File: src/rtl/mbrx_pkg.sv
package mbrx_pkg;
    localparam int DEF_SLOTS  = 8;
    localparam int DEF_WORD_W = 8;
    localparam int CTRL_W     = 16;
    localparam int HOLD_BIT   = 12;

    typedef struct packed {
        logic [2:0]  bmode;
        logic        hold;
        logic [11:0] rsvd;
    } slot_ctrl_t;

    typedef enum logic [1:0] {
        RG_DATA = 2'b00,
        RG_CTRL = 2'b01,
        RG_GLOB = 2'b10,
        RG_NONE = 2'b11
    } reg_region_e;

    function automatic logic [CTRL_W-1:0] pack_ctrl(slot_ctrl_t c);
        return c;
    endfunction
endpackage

File: src/rtl/mbrx_spi_front.sv
module mbrx_spi_front #(
    parameter int WORD_W = mbrx_pkg::DEF_WORD_W
) (
    input  logic              clk,
    input  logic              rst,
    input  logic              sclk,
    input  logic              mosi,
    input  logic              cs_n,
    output logic              cs_act,
    output logic              word_valid,
    output logic [WORD_W-1:0] word
);
    localparam int CNT_W = $clog2(WORD_W);

    logic [1:0] sclk_s, mosi_s, csn_s;
    logic       sclk_q;
    logic [WORD_W-1:0] shreg;
    logic [CNT_W-1:0]  bitcnt;
    logic              rise;

    assign rise   = sclk_s[1] & ~sclk_q;
    assign cs_act = ~csn_s[1];

    always_ff @(posedge clk) begin
        if (rst) begin
            sclk_s <= '0;
            mosi_s <= '0;
            csn_s  <= '1;
            sclk_q <= 1'b0;
            shreg  <= '0;
            bitcnt <= '0;
            word_valid <= 1'b0;
            word   <= '0;
        end else begin
            sclk_s <= {sclk_s[0], sclk};
            mosi_s <= {mosi_s[0], mosi};
            csn_s  <= {csn_s[0], cs_n};
            sclk_q <= sclk_s[1];
            word_valid <= 1'b0;
            if (csn_s[1]) begin
                bitcnt <= '0;
            end else if (rise) begin
                shreg <= {shreg[WORD_W-2:0], mosi_s[1]};
                if (bitcnt == CNT_W'(WORD_W - 1)) begin
                    bitcnt     <= '0;
                    word_valid <= 1'b1;
                    word       <= {shreg[WORD_W-2:0], mosi_s[1]};
                end else begin
                    bitcnt <= bitcnt + 1'b1;
                end
            end
        end
    end
endmodule

File: src/rtl/mbrx_seq.sv
module mbrx_seq #(
    parameter int NUM_SLOTS = mbrx_pkg::DEF_SLOTS,
    localparam int SLOT_W   = $clog2(NUM_SLOTS)
) (
    input  logic              clk,
    input  logic              rst,
    input  logic              cs_act,
    input  logic              word_valid,
    input  logic              buf_mode,
    input  logic              hold_last,
    input  logic              dma_ack,
    input  logic              clr_ovr,
    input  logic              clr_err,
    output logic              wr_en,
    output logic [SLOT_W-1:0] wr_slot,
    output logic [SLOT_W-1:0] cur_slot,
    output logic              dma_req,
    output logic              overrun,
    output logic              dma_err
);
    localparam logic [SLOT_W-1:0] LAST = SLOT_W'(NUM_SLOTS - 1);

    logic stopped, wr_last, drop;

    assign wr_en   = word_valid & cs_act & (~buf_mode | ~stopped);
    assign wr_slot = buf_mode ? cur_slot : '0;
    assign wr_last = wr_en & buf_mode & (cur_slot == LAST);
    assign drop    = word_valid & cs_act & buf_mode & stopped;

    always_ff @(posedge clk) begin
        if (rst) begin
            cur_slot <= '0;
            stopped  <= 1'b0;
            dma_req  <= 1'b0;
            overrun  <= 1'b0;
            dma_err  <= 1'b0;
        end else begin
            if (wr_last)      dma_req <= 1'b1;
            else if (dma_ack) dma_req <= 1'b0;

            if (wr_last && dma_req && !dma_ack) dma_err <= 1'b1;
            else if (clr_err)                   dma_err <= 1'b0;

            if (drop)         overrun <= 1'b1;
            else if (clr_ovr) overrun <= 1'b0;

            if (!cs_act) begin
                cur_slot <= '0;
                stopped  <= 1'b0;
            end else if (wr_en && buf_mode) begin
                if (cur_slot == LAST) begin
                    cur_slot <= '0;
                    stopped  <= ~hold_last;
                end else begin
                    cur_slot <= cur_slot + 1'b1;
                end
            end
        end
    end
endmodule

File: src/rtl/mbrx_store.sv
module mbrx_store #(
    parameter int NUM_SLOTS = mbrx_pkg::DEF_SLOTS,
    parameter int WORD_W    = mbrx_pkg::DEF_WORD_W,
    localparam int SLOT_W   = $clog2(NUM_SLOTS),
    localparam int CW       = mbrx_pkg::CTRL_W
) (
    input  logic              clk,
    input  logic              rst,
    input  logic              wr_en,
    input  logic [SLOT_W-1:0] wr_slot,
    input  logic [WORD_W-1:0] wr_word,
    input  logic              ctrl_we,
    input  logic [SLOT_W-1:0] ctrl_slot,
    input  logic [CW-1:0]     ctrl_wdata,
    input  logic [SLOT_W-1:0] rd_slot,
    output logic [WORD_W-1:0] rd_word,
    output logic [CW-1:0]     rd_ctrl,
    output logic              hold_last
);
    import mbrx_pkg::*;

    slot_ctrl_t        ctrl_q [NUM_SLOTS];
    logic [WORD_W-1:0] data_q [NUM_SLOTS];

    for (genvar g = 0; g < NUM_SLOTS; g++) begin : g_slot
        always_ff @(posedge clk) begin
            if (rst) begin
                ctrl_q[g] <= '0;
                data_q[g] <= '0;
            end else begin
                if (ctrl_we && ctrl_slot == SLOT_W'(g)) ctrl_q[g] <= slot_ctrl_t'(ctrl_wdata);
                if (wr_en && wr_slot == SLOT_W'(g))     data_q[g] <= wr_word;
            end
        end
    end

    assign rd_word   = data_q[rd_slot];
    assign rd_ctrl   = pack_ctrl(ctrl_q[rd_slot]);
    assign hold_last = ctrl_q[NUM_SLOTS-1].hold;
endmodule

File: src/rtl/mbrx_top.sv
module mbrx_top #(
    parameter int NUM_SLOTS = mbrx_pkg::DEF_SLOTS,
    parameter int WORD_W    = mbrx_pkg::DEF_WORD_W,
    localparam int SLOT_W   = $clog2(NUM_SLOTS),
    localparam int ADDR_W   = SLOT_W + 2,
    localparam int CW       = mbrx_pkg::CTRL_W
) (
    input  logic              clk,
    input  logic              rst,
    input  logic              sclk,
    input  logic              mosi,
    input  logic              cs_n,
    output logic              miso,
    input  logic              reg_we,
    input  logic [ADDR_W-1:0] reg_addr,
    input  logic [CW-1:0]     reg_wdata,
    output logic [CW-1:0]     reg_rdata,
    input  logic              dma_ack,
    output logic              dma_req
);
    import mbrx_pkg::*;

    logic              cs_act, word_valid, wr_en, hold_last;
    logic              buf_mode, overrun, dma_err, clr_ovr, clr_err;
    logic [WORD_W-1:0] word, rd_word;
    logic [SLOT_W-1:0] wr_slot, cur_slot, sel_slot;
    logic [CW-1:0]     rd_ctrl;
    reg_region_e       region;
    logic              is_cfg, is_stat;

    assign region   = reg_region_e'(reg_addr[ADDR_W-1:SLOT_W]);
    assign sel_slot = reg_addr[SLOT_W-1:0];
    assign is_cfg   = (region == RG_GLOB) && (sel_slot == '0);
    assign is_stat  = (region == RG_GLOB) && (sel_slot == SLOT_W'(1));
    assign clr_ovr  = reg_we & is_stat & reg_wdata[0];
    assign clr_err  = reg_we & is_stat & reg_wdata[1];
    assign miso     = 1'b0;

    always_ff @(posedge clk) begin
        if (rst)                  buf_mode <= 1'b1;
        else if (reg_we && is_cfg) buf_mode <= reg_wdata[0];
    end

    always_comb begin
        reg_rdata = '0;
        case (region)
            RG_DATA: reg_rdata = CW'(rd_word);
            RG_CTRL: reg_rdata = rd_ctrl;
            RG_GLOB: begin
                if (is_cfg)  reg_rdata = CW'(buf_mode);
                if (is_stat) reg_rdata = CW'({dma_err, overrun});
            end
            default: reg_rdata = '0;
        endcase
    end

    mbrx_spi_front #(.WORD_W(WORD_W)) front_i (
        .clk(clk), .rst(rst), .sclk(sclk), .mosi(mosi), .cs_n(cs_n),
        .cs_act(cs_act), .word_valid(word_valid), .word(word)
    );

    mbrx_seq #(.NUM_SLOTS(NUM_SLOTS)) seq_i (
        .clk(clk), .rst(rst), .cs_act(cs_act), .word_valid(word_valid),
        .buf_mode(buf_mode), .hold_last(hold_last), .dma_ack(dma_ack),
        .clr_ovr(clr_ovr), .clr_err(clr_err), .wr_en(wr_en), .wr_slot(wr_slot),
        .cur_slot(cur_slot), .dma_req(dma_req), .overrun(overrun), .dma_err(dma_err)
    );

    mbrx_store #(.NUM_SLOTS(NUM_SLOTS), .WORD_W(WORD_W)) store_i (
        .clk(clk), .rst(rst), .wr_en(wr_en), .wr_slot(wr_slot), .wr_word(word),
        .ctrl_we(reg_we && region == RG_DATA), .ctrl_slot(sel_slot),
        .ctrl_wdata(reg_wdata), .rd_slot(sel_slot), .rd_word(rd_word),
        .rd_ctrl(rd_ctrl), .hold_last(hold_last)
    );
endmodule

File: config.mk
export PLATFORM = sky130hd
export DESIGN_NAME = mbrx_top
export DESIGN_NICKNAME = d
export VERILOG_FILES = /design/src/rtl/mbrx_pkg.sv /design/src/rtl/mbrx_spi_front.sv /design/src/rtl/mbrx_seq.sv /design/src/rtl/mbrx_store.sv /design/src/rtl/mbrx_top.sv
export SDC_FILE = /design/constraint.sdc
export NUM_CORES = 1
export LEC_CHECK = 0
export BUFFER_PORTS_ARGS = -buffer_cell sky130_fd_sc_hd__buf_4
export CAP_MARGIN = 20
export CORE_MARGIN = 4
export CORE_UTILIZATION = 45
export CTS_CLUSTER_SIZE = 16
export DETAILED_ROUTE_END_ITERATION = 10
export GPL_TIMING_DRIVEN = 1
export PLACE_DENSITY_LB_ADDON = 0.12
export REMOVE_ABC_BUFFERS = 1
export SETUP_SLACK_MARGIN = 0.3
export SLEW_MARGIN = 30
export SYNTH_ARGS = -nofsm -noshare
export SYNTH_HDL_FRONTEND = slang
export SYNTH_HIERARCHICAL = 1
export SYNTH_SLANG_ARGS = --single-unit
File: constraint.sdc
create_clock -name clk -period 3.8 [get_ports clk]
set_clock_uncertainty 0.2 [all_clocks]
set_input_delay 0.19 -clock clk [delete_from_list [all_inputs] [get_ports clk]]
set_output_delay 0.19 -clock clk [all_outputs]
set_load 0.01 [all_outputs]
# Word level (Yosys, flattened, before mapping)
# Memories as Yosys holds them, arrays and structs flattened.
# Index checks and enable logic that the tools add are counted.
[totals]
out_inout_bits = 18
ramBits = 192
memories = 2
regBits = 34
[mem_list]
columns = ["name", "words", "width", "rd", "rd_clocked_by_memory_dff", "write_ports", "line_no", "source"]
rows = [
  ["store_i.ctrl_q", 8, 16, 2, 0, 8, "mbrx_store.sv:22", "slot_ctrl_t ctrl_q [NUM_SLOTS];"],
  ["store_i.data_q", 8, 8, 1, 0, 8, "mbrx_store.sv:23", "logic [WORD_W-1:0] data_q [NUM_SLOTS];"],
]
[classes]
addsub = 2
mux = 79
bitwise = 33
reduce_logical = 35
eq_ne = 18
[op_table]
columns = ["op", "n"]
rows = [
  ["$mux W16", 9],
  ["$mux W8", 8],
  ["$mux W1", 58],
  ["$pmux W16 S3", 1],
  ["$eq A3 B3 Y1 const B", 10],
  ["$logic_and A1 B1 Y1", 23],
  ["$or A1 B1 Y1", 17],
  ["$eq A3 B2 Y1 const B", 4],
  ["$and A1 B1 Y1", 10],
  ["$mux W3", 3],
  ["$add A3 B1 Y3 const B", 2],
  ["$eq A3 B1 Y1 const B", 2],
  ["$logic_not A3 Y1", 2],
  ["$not A1 Y1", 6],
  ["$reduce_bool A2 Y1", 3],
  ["$reduce_and A2 Y1", 2],
  ["$reduce_and A3 Y1", 1],
  ["$reduce_or A3 Y1", 1],
  ["$eq A2 B1 Y1 const B", 1],
  ["$eq A2 B2 Y1 const B", 1],
  ["$logic_not A2 Y1", 1],
  ["$reduce_or A2 Y1", 1],
  ["$logic_not A1 Y1", 1],
]

# Logic depth before layout (Yosys ltp)
# Gate-level depths: netlist of run 1.
[logic_depth]
ltp_word = 8
ltp_mapped = 8
mapped_depth_nobuf = 5

# Modules after synthesis
# Netlist of run 1, hierarchy kept.
[by_module_without_submodules]
columns = ["module", "cells_each", "instances", "area_per_inst_um2"]
rows = [
  ["mbrx_store", 570, 1, 8782.2],
  ["mbrx_spi_front", 99, 1, 909.6],
  ["mbrx_seq", 39, 1, 394.1],
  ["mbrx_top", 41, 1, 307.8],
]

# Least setup slack after synthesis of run 1
# No wires, ideal clock.
[synth_timing]
kind = "input -> register"
from = "in reg_addr[3]"
to = "mem store_i/ctrl_q[0][0] (netlist bit), enable pin"
cell_stages = 4
t_required_ns = 3.208
t_arrival_ns = 1.664
slack_ns = 1.543
setup_time_ns = 0.392
cell_sequence = "buf_4 > nor3b_1 > nand2b_1 > o21bai_1"
[synth_lines]
columns = ["element", "line_no", "source"]
rows = [
  ["start, declared", "mbrx_top.sv:15", "input logic [ADDR_W-1:0] reg_addr,"],
  ["end, declared", "mbrx_store.sv:22", ""],
]

==> flow_summary.toml, run 1 <==
[sta]
finalHoldViolCount = 0
period_share = 0.665
period_needed_ns = 2.53
slew_violations = 0
worst_pin_slew_ns = 0.866
slew_headroom = 0.423
max_freq_mhz = 396
rsz0062_at_grt = "false"
final-setup-viol-count = 0
setup-tns-final_ns = 0

[yosys]
yosys.area_share.xor_xnor = 0
synthCells = 749
ys.flop_type = "edfxtp_1"
synth_edf_count = 192
synth_top_family_by_area = "multiplexers"
synth_compound_area_frac = 0.0225
synth_top_area_cell = "edfxtp_1"
synth_common_cells = "195 x nor3_1, 192 x edfxtp_1, 36 x mux4_2, 36 x nand2_1"
synth.area.top_cells = "edfxtp_1 55%, nor3_1 9.4%, mux4_2 7.8%, dfxtp_1 6.5%, mux4_1 3.0%"
synth_top_area_share = 0.555
synth_seq_cells = 226
synth_cell_types = 45
async_reset_ff_frac = 0
synth_seq_area_share = 0.620
yosys.area_share.simple = 0.153
synth_area_um2 = 10400
muxShareOfSynthArea = 0.157
synth.most_common_cell = "nor3_1"
syn_avg_cell_area_um2 = 13.9
ys_warn_count = 6
synth_adder_area_share = 0.00482

[floorplanning]
core-area_um2 = 22700
boundaryPins = 46
rows = 55
fp.dieW_um = 160
initial_core_util = 0.458
die_h_um = 160
dieArea_um2 = 25600

[critical_path]
path_max_fanout = 41
critPathRequiredTime_ns = 3.93
r2r_cells = 5
critical_path_class = "input pin to register"
critPathSlowestCell = "or3b_2"
crit_chain = "dlygate4sd3_1 > buf_4 > nor3b_1 > or3b_2 > buf_4 > nor3_1"
crit_top_cell = "buf_4"
cp-end-kind = "register"
arrival_ns = 2.66
max_stage_delay_ns = 0.84
start_kind = "input pin"

[layout]
layout.nets = 834
drive_gt1_frac = 0.217
area_delta_synth_final_pct = 14.9
antenna_cells = 0
layout.cells.non_filler = 1104

[outcome]
outcome = "completed"

[clocking]
post-cts-setup-buffers = 0
htreeDepth = 1
clock_latency_ns = 0.51
clockRootBuffer = "clkbuf_16"
path_clk_slew_ns = 0.06
numCtsBuffers = 25
clock-sinks = 226
clock_tree.buffer_depth = 3
cts_tree = "yes"

[drt]
drcViolationCount = 0
firstDrtPassIters = 4
vias = 6268
ant_nets = 0
drt_iter0_drc = 398
avgRoutedWirePerCell_um = 21.2
wirelength_um = 23500
vias_per_cell = 5.68

[flow_run]
cap_violations = 0

[placed_design]
routabilityCongestion = 0.754
numPortBuffers = 44
hpwl_um = 14200
dp.cells = 1034

[pwr]
p_total_mw = 5.49
power_density_nw_per_um2 = 460
power.leakage_nw = 3.93
ir_drop_uv = 276

[min_path]
hp-class = "register to register"
min_path_cells = 1

[grt]
overflow = 0
grt_pass1_wl_um = 37800
grt_pass1_vias = 6602
grt_max_degree = 65
antenna_found_initial = 0
grtUsageTotal = 0.186
-- state kept, by name (all words and copies together) (netlist names), 2 cells and up --
register and flops:
front_i/csn_s 2, front_i/word 8, seq_i/cur_slot 3, store_i/data_q 64
front_i/sclk_s 2, front_i/bitcnt 3, store_i/ctrl_q 128, front_i/shreg 7
front_i/mosi_s 2
-- through the flow --
| stage | hold slack (ns) | instance area [um^2] | util | setup slack, ns |
|---|---|---|---|---|
| detailed placement | 0.180 | 10900 | 0.482 | 1.13 |
| CTS | 0.192 | 11900 | 0.526 | 1.24 |
| global placement | 0.176 | 10900 | 0.481 | 0.984 |
| finish | 0.213 | 11900 | 0.526 | 1.27 |
| floorplan | 0.0591 | 10000 | - | 1.42 |
| global route | 0.247 | 11900 | 0.526 | 1.14 |
-- what timing repair did --
item,4_1_cts,5_1_grt
hold endpoints to repair,143,0
hold buffers,26,0
resized for setup,0,0
-- layout by cell type (no fill, tap or decap), types with 2 or more instances in the layout --
cell type and n:
nor2b_1 5, or2_2 4, clkbuf_16 25, a21oi_1 17, ha_1 4, nand3b_1 8, o21bai_1 12, dlygate4sd3_1 26
nand4bb_1 3, mux4_1 12, or3b_1 2, and4_1 2, mux2i_1 15, mux4_2 36, nand3_1 2, and2_1 11
mux2_2 5, clkinv_2 5, dfxtp_1 34, nor2_1 10, clkinv_1 30, or3b_2 3, o21ai_0 2, nand2b_1 9
o21bai_2 4, nor3_1 195, nand2_1 36, buf_4 68, mux2_4 20, clkbuf_1 4, edfxtp_1 192
-- where the power goes --
group / leakage, nW / internal [mW] / switching [mW]
combinational: 1.45 / 0.219 / 0.241
sequential: 2.12 / 2.80 / 0.0316
clock: 0.360 / 1.27 / 0.931
-- critical path: cells and delay by family --
kind                   cells  cell delay [ns]
buffers and inverters      3             1.02
and+or+nand+nor            3             1.45
-- path summary, 6_finish.rpt --
| path | startpoint | end | slack, ns |
|---|---|---|---|
| hold reg to reg | front_i/csn_s[0]$_SDFF_PP1_ | front_i/csn_s[1]$_SDFF_PP1_ | 0.21 |
| setup reg to reg | front_i/csn_s[1]$_SDFF_PP1_ | store_i/data_q[1][3]$_SDFFCE_PN0P_ | 1.29 |
| setup / recovery | reg_we | store_i/ctrl_q[1][11]$_SDFFCE_PN0P_ | 1.27 |
| hold / removal | front_i/csn_s[0]$_SDFF_PP1_ | front_i/csn_s[1]$_SDFF_PP1_ | 0.21 |
-- metal layers --
layer,routed length [um],GRT usage,share of wire
met3,786,0.0227,0.034
met4,500,0.0450,0.021
met5,0,0,0
met1,9820,0.240,0.42
met2,12400,0.336,0.53
-- logic make-up after synthesis --
family / Yosys count
AOI/OAI and AO/OA: 38
adders and majority gates: 4
buffers and inverters: 94
DFF: 226
muxes: 88
other: 1
and+or+nand+nor: 298
-- area by class of cell --
class	count	area (um^2)
Multi-Input combinational cell	429	3520
Inverter	25	93.8
Tap cell	285	357
Sequential cell	226	6450
Clock inverter	15	98.8
Clock buffer	29	641
Timing Repair Buffer	95	782
Fill cell	1942	10800
No activity file was read; power rests on OpenSTA's default activity.
==> inputs of run 2 (changes only) <==
clock period = 2.2 ns   (was 3.8 ns; I/O delays follow)
==> run 2 against run 1 <==
  * The flow now finishes with violations (negative setup slack)
  * Sequential power up 72%
  * Sequential share of layout area decreased by 2.0 points
  * Utilization rose by 2.1 points
  * Hold slack got worse by 0.079 ns
  * Power rose by 74%
  * Critical path depth is 1 lower
  * Critical path type is now register to primary output
  * First-iteration DRC count is 11% higher
==> flow_summary.toml, run 2 (same netlist as run 1, synthesis figures left out) <==
[clocking]
clockRootBuffer = "clkbuf_16"
numCtsBuffers = 25
cts_tree = "yes"
htreeDepth = 1
clock_latency_ns = 0.50
clock_tree.buffer_depth = 3
clock-sinks = 226
path_clk_slew_ns = 0.06

[layout]
regMostFlops = "store_i/ctrl_q"
fillers = 1869
final_cell_mix = "192 x edfxtp_1, 184 x nor3_1, 86 x buf_4"
layout.nets = 866
largestRegisters = "store_i/ctrl_q (128), store_i/data_q (64), front_i/word (8)"
mostFrequentLayoutCell = "edfxtp_1"
multi_input_area_um2 = 3610
utilization = 0.546
layout.cells.non_filler = 1136
antenna_cells = 0
area_delta_synth_final_pct = 19.4
largest_register_ffs = 128
seqCellArea_um2 = 6450
drive_gt1_frac = 0.289

[pwr]
power_frac_comb = 0.094
power_density_nw_per_um2 = 769
ir_drop_uv = 519
p_total_mw = 9.54
seq_power_share = 0.512
clkPwrFrac = 0.394
sw_frac_of_total = 0.216
internal_power_mw = 7.47
p_switching_mw = 2.06
power.leakage_nw = 4.11

[placed_design]
routabilityCongestion = 0.779
hpwl_um = 14900
numPortBuffers = 44
detailedPlace.worstSlack_ns = 0.0325
dp.cells = 1067

[drt]
ant_nets = 0
drcViolationCount = 0
vias = 6474
drt_iter0_drc = 440
vias_per_cell = 5.70
wirelength_um = 23500
avgRoutedWirePerCell_um = 20.7
firstDrtPassIters = 5

[floorplanning]
core-area_um2 = 22700
fp.dieW_um = 160
die_h_um = 160
dieArea_um2 = 25600
rows = 55
initial_core_util = 0.458
boundaryPins = 46

[sta]
rsz0062_at_grt = "true"
slew_violations = 0
holdWs_ns = 0.134
period_share = 1.07
max_freq_mhz = 425
period_needed_ns = 2.36
slew_headroom = 0.581
finalHoldViolCount = 0
layout_setup_ws_ns = -0.155
worst_pin_slew_ns = 0.629
final-setup-viol-count = 10

[critical_path]
cp-end-kind = "primary output"
start_kind = "register"
regToRegSetupSlack_ns = 0.38
critPathRequiredTime_ns = 1.89
path_max_fanout = 1
arrival_ns = 2.05
critical_path_class = "register to primary output"

[outcome]
violations = "negative setup slack"
outcome = "finished with violations"

[grt]
grt_max_degree = 65
grt_pass1_wl_um = 37400
grtUsageTotal = 0.182
overflow = 0
grt_pass1_vias = 6739
antenna_found_initial = 0

[flow_run]
cap_violations = 0

[min_path]
hp-class = "input pin to register"
run 2: worst paths after layout:
path | from | endpoint | cells after the start
worst max register to register | front_i/csn_s[1]$_SDFF_PP1_ | store_i/data_q[1][2]$_SDFFCE_PN0P_ | 6
worst max-delay path | store_i/ctrl_q[4][3]$_SDFFCE_PN0P_ | reg_rdata[3] | 5
worst min register to register | front_i/csn_s[0]$_SDFF_PP1_ | front_i/csn_s[1]$_SDFF_PP1_ | 1
worst min-delay path | cs_n | front_i/csn_s[0]$_SDFF_PP1_ | 3
run 2: cell type report:
type                            count  share of cell area
Timing Repair Buffer              127              0.0933
Tap cell                          285              0.0287
Clock inverter                     14             0.00746
Multi-Input combinational cell    429               0.291
Sequential cell                   226               0.520
Inverter                           25             0.00756
Clock buffer                       30              0.0519
run 2: per-stage QoR:
| step | area, um^2 | setup TNS (ns) |
|---|---|---|
| floorplan | 10000 | -6.93 |
| global placement | 11300 | 0 |
| detailed placement | 11300 | 0 |
| CTS | 12300 | -1.40 |
| global route | 12400 | -1.87 |
| finish | 12400 | -0.976 |
run 2: power groups by stage:
stage	registers (mW)	clock network, mW	logic (mW)
after global routing	4.90	4.05	0.955
after detailed placement	4.97	0	0.826
after floorplan	4.95	0	0.431
final	4.88	3.76	0.894
after global placement	4.96	0	0.817
after CTS	4.89	3.86	0.897
run 2: metal layers:
layer / wire, um / up-vias / GRT usage
met5: 0 / - / 0
met4: 514 / 0 / 0.0473
met3: 979 / 45 / 0.0212
met2: 12300 / 161 / 0.330
met1: 9670 / 3238 / 0.232
li1: - / 3030 / -
run 2: critical path, stage by stage (launching register included):
cell      delay, ns
edfxtp_1       0.37
mux4_2         0.47
mux2_4         0.29
mux2i_1        0.18
nor2_1         0.07
buf_4          0.14
run 2: repair_timing:
item | CTS | global route
resized for setup | 33 | 28
hold buffers | 23 | 0
pin swaps | 2 | 5
setup buffers | 1 | 1
endpoints found under the hold margin | 139 | 0
endpoints found under the setup margin | 54 | 189
==> inputs of run 3 (changes only) <==
CORE_ASPECT_RATIO = 2   (was not set)
==> run 3 against run 2 <==
  * The flow still finishes with violations (negative setup slack)
  * Final cell count decreased by 0.18%
  * Sequential power about the same
  * Fmax about the same
  * Register-to-register slack got worse by 0.04 ns
  * Clock-buffer cell count unchanged
  * Utilization increased by 0.87 points
  * Global-route usage increased by 2.4 points
  * Power decreased by 1.7%
  * Cell area increased by 1.7%
  * Setup slack got worse by 0.0018 ns
  * Critical path type unchanged
  * Largest cell class unchanged
  * Largest power group unchanged
==> flow_summary.toml, run 3 (same netlist as run 1, synthesis figures left out) <==
[outcome]
outcome = "finished with violations"
violations = "negative setup slack"

[layout]
regMostFlops = "store_i/ctrl_q"
layout.nets = 872
mostFrequentLayoutCell = "edfxtp_1"
fillers = 1889
largest_register_ffs = 128
design_area_um2 = 12600
largestRegisters = "store_i/ctrl_q (128), store_i/data_q (64), front_i/word (8)"
antenna_cells = 0
drive_gt1_frac = 0.316
area_delta_synth_final_pct = 21.4
final_cell_mix = "192 x edfxtp_1, 169 x nor3_1, 82 x buf_4"
multi_input_area_um2 = 3710
seqCellArea_um2 = 6450

[critical_path]
crit_path_start = "store_i/ctrl_q[0][7]$_SDFFCE_PN0P_"
arrival_ns = 2.05
path_max_fanout = 1
critical_path_class = "register to primary output"
start_kind = "register"
r2r_start = "front_i/csn_s[1]$_SDFF_PP1_"
cp-end-kind = "primary output"
critPathRequiredTime_ns = 1.89

[sta]
setup-tns-final_ns = -0.933
rsz0062_at_grt = "true"
period_needed_ns = 2.36
slew_violations = 0
final-setup-viol-count = 9
max_freq_mhz = 424
slew_headroom = 0.612
period_share = 1.07
layout_setup_ws_ns = -0.157
worst_pin_slew_ns = 0.581
finalHoldViolCount = 0

[clocking]
clockRootBuffer = "clkbuf_16"
path_clk_slew_ns = 0.06
clock-sinks = 226
cts_tree = "yes"
numCtsBuffers = 21
clock_latency_ns = 0.50
htreeDepth = 1
clock_tree.buffer_depth = 3

[pwr]
power.leakage_nw = 4.20
power_density_nw_per_um2 = 743
ir_drop_uv = 632

[floorplanning]
fp.dieW_um = 115
boundaryPins = 46
initial_core_util = 0.457
core-area_um2 = 22700
rows = 78
dieArea_um2 = 25700
die_h_um = 223

[placed_design]
routabilityCongestion = 0.839
placed_area_um2 = 11400
hpwl_um = 17200
numPortBuffers = 44

[grt]
use_met3 = 0.0201
overflow = 0
gr-usage-met2 = 0.403
grt_pass1_vias = 7050
grt_use_met1 = 0.214
grt_max_degree = 65
antenna_found_initial = 0
grt_pass1_wl_um = 39700
grt_busiest_layer = "met2"
grtUsageTotal = 0.206

[drt]
firstDrtPassIters = 5
ant_nets = 0
vias = 6580
avgRoutedWirePerCell_um = 23.5
vias_per_cell = 5.80
drt_iter0_drc = 236
drcViolationCount = 0
wirelength_um = 26600

[min_path]
hp-class = "input pin to register"
hold_start = "rst"

[flow_run]
cap_violations = 0
==> run 3: timing repair <==
item,4_1_cts,5_1_grt
pin swaps,2,2
gates resized for setup,35,42
setup buffers,1,2
cloned,0,2
hold buffers,29,0
endpoints found under the hold margin,146,0
endpoints found under the setup margin,112,119
==> run 3: layout make-up <==
| type | count | area share |
|---|---|---|
| Inverter | 25 | 0.00744 |
| Clock buffer | 30 | 0.0476 |
| Multi-Input combinational cell | 429 | 0.294 |
| Clock inverter | 7 | 0.00486 |
| Sequential cell | 226 | 0.511 |
| Timing Repair Buffer | 137 | 0.107 |
| Tap cell | 280 | 0.0278 |
==> run 3: worst paths after layout <==
kind                                    endpoint  slack [ns]  cells past startpoint
min reg2reg          front_i/csn_s[1]$_SDFF_PP1_        0.21                      1
max reg2reg   store_i/data_q[2][1]$_SDFFCE_PN0P_        0.34                      6
max                                 reg_rdata[7]       -0.16                      5
min          store_i/ctrl_q[5][12]$_SDFFCE_PN0P_        0.16                      3
==> run 3: through the flow <==
stage | total power, mW | hold WS (ns) | worst slack [ns] | cells | util
3_3_place_gp | 5.81 | 0.0996 | 0.0535 | 1064 | 0.500
6_report | 9.38 | 0.158 | -0.157 | 1134 | 0.555
3_5_place_dp | 5.84 | 0.101 | 0.0573 | 1064 | 0.500
2_1_floorplan | 5.38 | -0.0209 | -0.0999 | 680 | -
4_1_cts | 9.47 | 0.136 | -0.208 | 1131 | 0.545
5_1_grt | 9.69 | 0.182 | -0.198 | 1134 | 0.555
==> run 3: layer usage <==
layer | part of all wire | vias to the layer above | wire length, um
met5 | 0 | - | 0
met4 | 0.044 | 0 | 1170
met3 | 0.039 | 62 | 1040
met2 | 0.59 | 199 | 15600
met1 | 0.33 | 3285 | 8830
li1 | - | 3034 | -
==> run 3: power breakdown <==
group	total (mW)	switching, mW	internal, mW	leakage, nW
registers	4.88	0.0570	4.83	2.12
clock network	3.55	1.53	2.02	0.324
logic	0.941	0.466	0.475	1.76
total	9.38	2.06	7.32	4.20
==> run 3: critical path, cell delays in order, from the launching register on <==
cell	delay (ns)
edfxtp_1	0.39
mux4_2	0.47
mux2_4	0.29
mux2i_1	0.17
nor2_2	0.07
buf_4	0.15
